[src/rtl/rxu_pkg.sv]
package rxu_pkg;

    localparam int unsigned MAX_BITS = 9;
    localparam int unsigned MIN_BITS = 5;

    typedef enum logic [2:0] {
        ST_IDLE,
        ST_START,
        ST_DATA,
        ST_PARITY,
        ST_STOP
    } rx_state_e;

    // one buffered frame with its own flags
    typedef struct packed {
        logic [MAX_BITS-1:0] data;
        logic                fe;
        logic                pe;
        logic                dor;
    } rx_entry_t;

endpackage

[src/rtl/rxu_line_sync.sv]
module rxu_line_sync #(
    parameter int unsigned STAGES  = 2,
    parameter logic        RST_VAL = 1'b1
) (
    input  logic clk,
    input  logic rst_n,
    input  logic din,
    output logic dout
);

    logic [STAGES-1:0] chain_d, chain_q;

    always_comb begin
        chain_d = {chain_q[STAGES-2:0], din};
    end

    always_ff @(posedge clk or negedge rst_n) begin
        if (!rst_n) chain_q <= {STAGES{RST_VAL}};
        else        chain_q <= chain_d;
    end

    assign dout = chain_q[STAGES-1];

endmodule

[src/rtl/rxu_frame_fsm.sv]
module rxu_frame_fsm
    import rxu_pkg::*;
#(
    parameter int unsigned OS_NORM = 16,
    parameter int unsigned OS_FAST = 8
) (
    input  logic      clk,
    input  logic      rst_n,
    input  logic      line_s,
    input  logic      baud_tick,
    input  logic      double_speed,
    input  logic [3:0] len_eff,
    input  logic      parity_en,
    input  logic      parity_odd,
    input  logic      mp_mode,
    output logic      frame_done,
    output logic      frame_keep,
    output rx_entry_t frame_entry,
    output logic      busy
);

    localparam int unsigned CW    = $clog2(OS_NORM + 1);
    localparam int unsigned MID_N = OS_NORM / 2;
    localparam int unsigned MID_F = OS_FAST / 2;

    typedef struct packed {
        rx_state_e           st;
        logic [CW-1:0]       cnt;
        logic [1:0]          vote;
        logic [3:0]          len;
        logic [3:0]          idx;
        logic [MAX_BITS-1:0] sh;
        logic                par;
        logic                pe;
        logic                fast;
        logic                pen;
        logic                podd;
    } fsm_t;

    fsm_t q, d;

    logic [CW-1:0] os_lim, mid_c;
    logic          vote_now;

    always_comb begin
        d           = q;
        frame_done  = 1'b0;
        frame_keep  = 1'b0;
        frame_entry = '0;

        os_lim   = q.fast ? CW'(OS_FAST) : CW'(OS_NORM);
        mid_c    = q.fast ? CW'(MID_F)   : CW'(MID_N);
        vote_now = (q.vote[0] & q.vote[1]) | (q.vote[0] & line_s) | (q.vote[1] & line_s);

        if (baud_tick) begin
            if (q.st == ST_IDLE) begin
                if (!line_s) begin
                    d.st   = ST_START;
                    d.cnt  = CW'(1);
                    d.fast = double_speed;
                    d.len  = len_eff;
                    d.pen  = parity_en;
                    d.podd = parity_odd;
                    d.sh   = '0;
                    d.par  = 1'b0;
                    d.pe   = 1'b0;
                    d.idx  = '0;
                    d.vote = '0;
                end
            end else begin
                d.cnt = (q.cnt == os_lim) ? CW'(1) : q.cnt + CW'(1);
                if (q.cnt == mid_c)          d.vote[0] = line_s;
                if (q.cnt == mid_c + CW'(1)) d.vote[1] = line_s;
                if (q.cnt == mid_c + CW'(2)) begin
                    case (q.st)
                        ST_START: begin
                            d.st = vote_now ? ST_IDLE : ST_DATA;
                        end
                        ST_DATA: begin
                            d.sh[q.idx] = vote_now;
                            d.par       = q.par ^ vote_now;
                            if (q.idx == q.len - 4'd1) d.st = q.pen ? ST_PARITY : ST_STOP;
                            else                       d.idx = q.idx + 4'd1;
                        end
                        ST_PARITY: begin
                            d.pe = (vote_now != (q.par ^ q.podd));
                            d.st = ST_STOP;
                        end
                        ST_STOP: begin
                            frame_done       = 1'b1;
                            frame_keep       = !(mp_mode && q.len == 4'd9 && !q.sh[MAX_BITS-1]);
                            frame_entry.data = q.sh;
                            frame_entry.fe   = !vote_now;
                            frame_entry.pe   = q.pe;
                            frame_entry.dor  = 1'b0;
                            d.st             = ST_IDLE;
                        end
                        default: d.st = ST_IDLE;
                    endcase
                end
            end
        end
    end

    always_ff @(posedge clk or negedge rst_n) begin
        if (!rst_n) begin
            q      <= '0;
            q.st   <= ST_IDLE;
        end else begin
            q <= d;
        end
    end

    assign busy = (q.st != ST_IDLE);

endmodule

[src/rtl/rxu_rx_fifo.sv]
module rxu_rx_fifo
    import rxu_pkg::*;
#(
    parameter int unsigned DEPTH = 2,
    parameter int unsigned CW    = $clog2(DEPTH + 1)
) (
    input  logic          clk,
    input  logic          rst_n,
    input  logic          push,
    input  rx_entry_t     push_entry,
    input  logic          pop,
    output rx_entry_t     head,
    output logic [CW-1:0] count
);

    localparam int unsigned PW = (DEPTH > 1) ? $clog2(DEPTH) : 1;

    typedef struct packed {
        rx_entry_t [DEPTH-1:0] mem;
        logic [PW-1:0]         wr;
        logic [PW-1:0]         rd;
        logic [CW-1:0]         cnt;
    } fifo_t;

    fifo_t q, d;

    function automatic logic [PW-1:0] ptr_inc(input logic [PW-1:0] p);
        return (p == PW'(DEPTH - 1)) ? '0 : p + PW'(1);
    endfunction

    function automatic logic [PW-1:0] ptr_dec(input logic [PW-1:0] p);
        return (p == '0) ? PW'(DEPTH - 1) : p - PW'(1);
    endfunction

    logic pop_ok, full, push_ok;

    always_comb begin
        d       = q;
        pop_ok  = pop && (q.cnt != '0);
        full    = (q.cnt == CW'(DEPTH));
        push_ok = push && (!full || pop_ok);

        if (push_ok) begin
            d.mem[q.wr] = push_entry;
            d.wr        = ptr_inc(q.wr);
        end else if (push) begin
            d.mem[ptr_dec(q.wr)].dor = 1'b1;
        end

        if (pop_ok) d.rd = ptr_inc(q.rd);

        case ({push_ok, pop_ok})
            2'b10:   d.cnt = q.cnt + CW'(1);
            2'b01:   d.cnt = q.cnt - CW'(1);
            default: d.cnt = q.cnt;
        endcase
    end

    always_ff @(posedge clk or negedge rst_n) begin
        if (!rst_n) q <= '0;
        else        q <= d;
    end

    assign head  = (q.cnt != '0) ? q.mem[q.rd] : '0;
    assign count = q.cnt;

endmodule

[src/rtl/rxu_serial_rx.sv]
module rxu_serial_rx
    import rxu_pkg::*;
#(
    parameter int unsigned OS_NORM     = 16,
    parameter int unsigned OS_FAST     = 8,
    parameter int unsigned SYNC_STAGES = 2,
    parameter int unsigned DEPTH       = 2
) (
    input  logic       clk,
    input  logic       rst_n,
    input  logic       rx_line,
    input  logic       baud_tick,
    input  logic       double_speed,
    input  logic [3:0] word_len,
    input  logic       parity_en,
    input  logic       parity_odd,
    input  logic       mp_mode,
    input  logic       rd_strobe,
    output logic [7:0] rx_data,
    output logic       rx_bit9,
    output logic       err_frame,
    output logic       err_parity,
    output logic       err_overrun,
    output logic       rx_valid
);

    localparam int unsigned CNT_W = $clog2(DEPTH + 1);

    logic             line_s;
    logic [3:0]       len_eff;
    logic             frame_done, frame_keep, frame_bit9, busy, store;
    rx_entry_t        frame_entry, head;
    logic [CNT_W-1:0] fifo_count;

    always_comb begin
        if (word_len < 4'(MIN_BITS))      len_eff = 4'(MIN_BITS);
        else if (word_len > 4'(MAX_BITS)) len_eff = 4'(MAX_BITS);
        else                              len_eff = word_len;
    end

    rxu_line_sync #(.STAGES(SYNC_STAGES), .RST_VAL(1'b1)) u_sync (
        .clk  (clk),
        .rst_n(rst_n),
        .din  (rx_line),
        .dout (line_s)
    );

    rxu_frame_fsm #(.OS_NORM(OS_NORM), .OS_FAST(OS_FAST)) u_frame (
        .clk         (clk),
        .rst_n       (rst_n),
        .line_s      (line_s),
        .baud_tick   (baud_tick),
        .double_speed(double_speed),
        .len_eff     (len_eff),
        .parity_en   (parity_en),
        .parity_odd  (parity_odd),
        .mp_mode     (mp_mode),
        .frame_done  (frame_done),
        .frame_keep  (frame_keep),
        .frame_entry (frame_entry),
        .busy        (busy)
    );

    assign store      = frame_done & frame_keep;
    assign frame_bit9 = frame_entry.data[MAX_BITS-1];

    rxu_rx_fifo #(.DEPTH(DEPTH), .CW(CNT_W)) u_fifo (
        .clk       (clk),
        .rst_n     (rst_n),
        .push      (store),
        .push_entry(frame_entry),
        .pop       (rd_strobe),
        .head      (head),
        .count     (fifo_count)
    );

    assign rx_data     = head.data[7:0];
    assign rx_bit9     = head.data[MAX_BITS-1];
    assign err_frame   = head.fe;
    assign err_parity  = head.pe;
    assign err_overrun = head.dor;
    assign rx_valid    = (fifo_count != '0);

endmodule

[config.mk]
export PLATFORM = sky130hd
export DESIGN_NAME = rxu_serial_rx
export DESIGN_NICKNAME = d
export VERILOG_FILES = /design/src/rtl/rxu_pkg.sv /design/src/rtl/rxu_line_sync.sv /design/src/rtl/rxu_frame_fsm.sv /design/src/rtl/rxu_rx_fifo.sv /design/src/rtl/rxu_serial_rx.sv
export SDC_FILE = /design/constraint.sdc
export NUM_CORES = 1
export LEC_CHECK = 0
export ABC_AREA = 1
export BUFFER_PORTS_ARGS = -buffer_cell sky130_fd_sc_hd__clkbuf_2
export CAP_MARGIN = 10
export CORE_MARGIN = 2
export CORE_UTILIZATION = 30
export CTS_CLUSTER_SIZE = 20
export DETAILED_ROUTE_END_ITERATION = 12
export PLACE_DENSITY = 0.48
export SLEW_MARGIN = 40
export SYNTH_ARGS = -nofsm -noshare
export SYNTH_HDL_FRONTEND = slang
export SYNTH_SLANG_ARGS = --single-unit
[constraint.sdc]
create_clock -name clk -period 2.35 [get_ports clk]
set_input_delay 0.235 -clock clk [delete_from_list [all_inputs] [get_ports clk]]
set_output_delay 0.235 -clock clk [all_outputs]
set_load 0.005 [all_outputs]
==> results.toml <==
[outcome]
status = "completed"

[timing]
min_period_over_period_pct = 87.3
tightest_slew_ns = 0.356
setup-violations-final = 0
slew_headroom_pct = 76.2
maxSlewViolCount = 0
hold_violations = 0
rsz0062_at_grt = "no"
finalWorstSetupSlack_ns = 0.299
layout_min_cycle_time_ns = 2.05
clock-skew-final_ns = 0.00903
clock.fmax_mhz = 487
tns_ns = 0

[setup_path]
startpoint_type = "flop"
cpPeakStageDelay_ns = 0.37
cp_num_buf_inv = 3
rr_startpoint = "u_frame.q[19]"
critPathCaptureType = "flop"
cp_cell_sequence = "inv_1 > ha_1 > inv_1 > nor2_1 > nand3_1 > nand2_4 > nor2_8 > nand2_4 > inv_1 > ha_1 > nand2_4 > nor2_1 > nand2_1 > nand2_1"
cp.required_ns = 2.57
critPathLaunch = "u_frame.q[19]"
criticalPathCategory = "reg -> reg"
cpMaxStageDelayCell = "dfrtp_1"
crit_fanout = 22
critPathTopFamily = "simple AND/OR/NAND/NOR gates"
arrival_ns = 2.27

[power]
p_comb_share_pct = 37.4
net-switching-power_uw = 1720
power_frac_seq_pct = 34.2
p_per_area_mw_per_mm2 = 1000
internal_power_uw = 2580
swShare_pct = 40.0
clkPwrFrac_pct = 28.4
max-vdd-ir-drop_mv = 0.470
p_leak_uw = 0.00223

[finish]
area_growth_pct = 16.3
nNetsFinal = 566
mostFrequentLayoutCell = "nand2_1"
layout.cells.most_common_list = "nand2_1, dfrtp_1, nor2_1, inv_1, nand3_1"
drive_above_1_share_pct = 13.6
antenna_cells = 0

[detailed_routing]
via_per_inst = 4.52
postRouteAntennaNets = 0
initialDrtViolationCount = 145
vias = 3120
drc_errors = 0
firstDrtPassIters = 4
drt-total-wl_um = 8410
routedWlPerCell_um = 12.2

[placement]
place.gp.congestion = 0.791
post-dp-hpwl_um = 5960
place.port_buffers = 25
pre_cts_slack_ns = 0.187

[worst_hold_path]
min-delay-start = "parity_odd"
hold_class = "in -> reg"

[clock_network]
h-tree-depth = 3
clockRootBuffer = "clkbuf_16"
clock-sinks = 62
clk_pin_slew_ns = 0.05
postCtsResizedCells = 0
cts_tree = "built"
cts_made_buffers = 9
clk_latency_ns = 0.33
clock_path_buffers = 2

[die]
rows = 40
die_h_um = 115
coreArea_mm2 = 0.0120
start_util_pct = 30.7
die_area_mm2 = 0.0132
io_pins = 26
die_w_um = 115

[synth]
netlist_top_cells_area = "dfrtp_1, nand2_1, nor2_1"
netlist_instances = 505
ys_types = 31
ys_ff_latch = 62
synth_top_area_share_pct = 40.7
synth_flop_cell = "dfrtp_1"
avgSynthCellArea_um2 = 7.30
synth_top_cell_by_area = "dfrtp_1"
mappedNetlistArea_mm2 = 0.00369
yosysWarningCount = 0
synth-edff-count = 0
synth_fp_nets = 532
seq_area_frac_synth_pct = 42.1
async_flop_share_pct = 100

[global_routing]
grt_pass1_vias = 3069
grt_remaining_overflow = 0
grt_max_degree = 63
track_usage_pct = 14.1
grt_pass1_wl_um = 14900
antenna_found_initial = 0

[flow_run]
maxCapViolCount = 0
power by group through the flow:
stage / Clock [uW] / Sequential, uW / Combinational, uW
CTS: 1260 / 1470 / 1630
finish: 1220 / 1470 / 1610
floorplan: 0 / 1420 / 1240
detailed placement: 0 / 1490 / 1620
global route: 1300 / 1510 / 1870
global placement: 0 / 1480 / 1600
cells by family after synthesis:
logic type	count (synthesis)	synth area share (%)
buf+inv	64	7.63
fa+ha+maj	14	4.75
xor+xnor	9	2.14
simple gates	312	37.0
compound gates	44	6.31
flops	62	42.1
synthesized netlist by cell type (all sizes together), types with 4 or more instances:
| cell type | n |
|---|---|
| nand2 | 203 |
| dfrtp | 60 |
| nor2 | 58 |
| inv | 49 |
| nand3 | 38 |
| o21ai | 20 |
| a21oi | 18 |
| ha | 14 |
| buf | 11 |
| xor2 | 6 |
| nand3b | 5 |
| clkbuf | 4 |
| nor3 | 4 |
path summary, 6_finish.rpt:
path / endpoint / slack (ns) / depth (start not counted)
worst min register to register: u_sync.chain_q[1] / 0.35 / 0
worst max-delay path: u_fifo.q[26] / 0.30 / 14
min in group asynchronous: u_fifo.q[16] / 0.46 / 3
worst min-delay path: u_frame.q[0] / 0.11 / 3
worst max register to register: u_fifo.q[26] / 0.30 / 14
max in group asynchronous: u_sync.chain_q[0] / 1.56 / 3
timing repair:
action	4_1_cts	5_1_grt
buffers inserted	0	3
hold buffers	2	0
endpoints found under the hold margin	61	0
endpoints found under the setup margin	0	11
registers in the layout (all words and copies together), names as in the netlist:
register and cells:
u_sync.chain_q 2, u_frame.q 32, u_fifo.count 2, u_fifo.q 26
per-layer routing:
| metal | vias up | share of wire, % | global-route usage, % |
|---|---|---|---|
| met4 | 0 | 1.4 | 4.90 |
| met2 | 48 | 45 | 21.3 |
| met5 | - | 0 | 0 |
| met1 | 1419 | 51 | 19.9 |
| met3 | 10 | 2.9 | 3.37 |
| li1 | 1643 | - | - |
layout make-up:
class	instances	area (um2)
sequential	62	1550
inverter	49	184
timing repair buffer	38	240
multi-input combinational	379	1850
clock buffer	14	264
clock inverter	2	10.0
fill	1325	7720
tap	147	184
through the flow:
| step | utilization [%] | power, uW | hold WS (ns) | area (um2) | std cells |
|---|---|---|---|---|---|
| 2_1_floorplan | - | 2660 | -0.0606 | 3690 | 505 |
| 3_3_place_gp | 33.1 | 3080 | 0.282 | 3970 | 670 |
| 3_5_place_dp | 33.1 | 3110 | 0.282 | 3970 | 670 |
| 4_1_cts | 35.5 | 4360 | 0.0967 | 4270 | 688 |
| 5_1_grt | 35.7 | 4670 | 0.122 | 4290 | 691 |
| 6_report | 35.7 | 4290 | 0.106 | 4290 | 691 |
worst min-delay path, cell delays in order:
cell,delay (ns)
clkbuf_2,0.07
nand2_1,0.04
nand2_1,0.05
(Power assumes the default switching activity.)
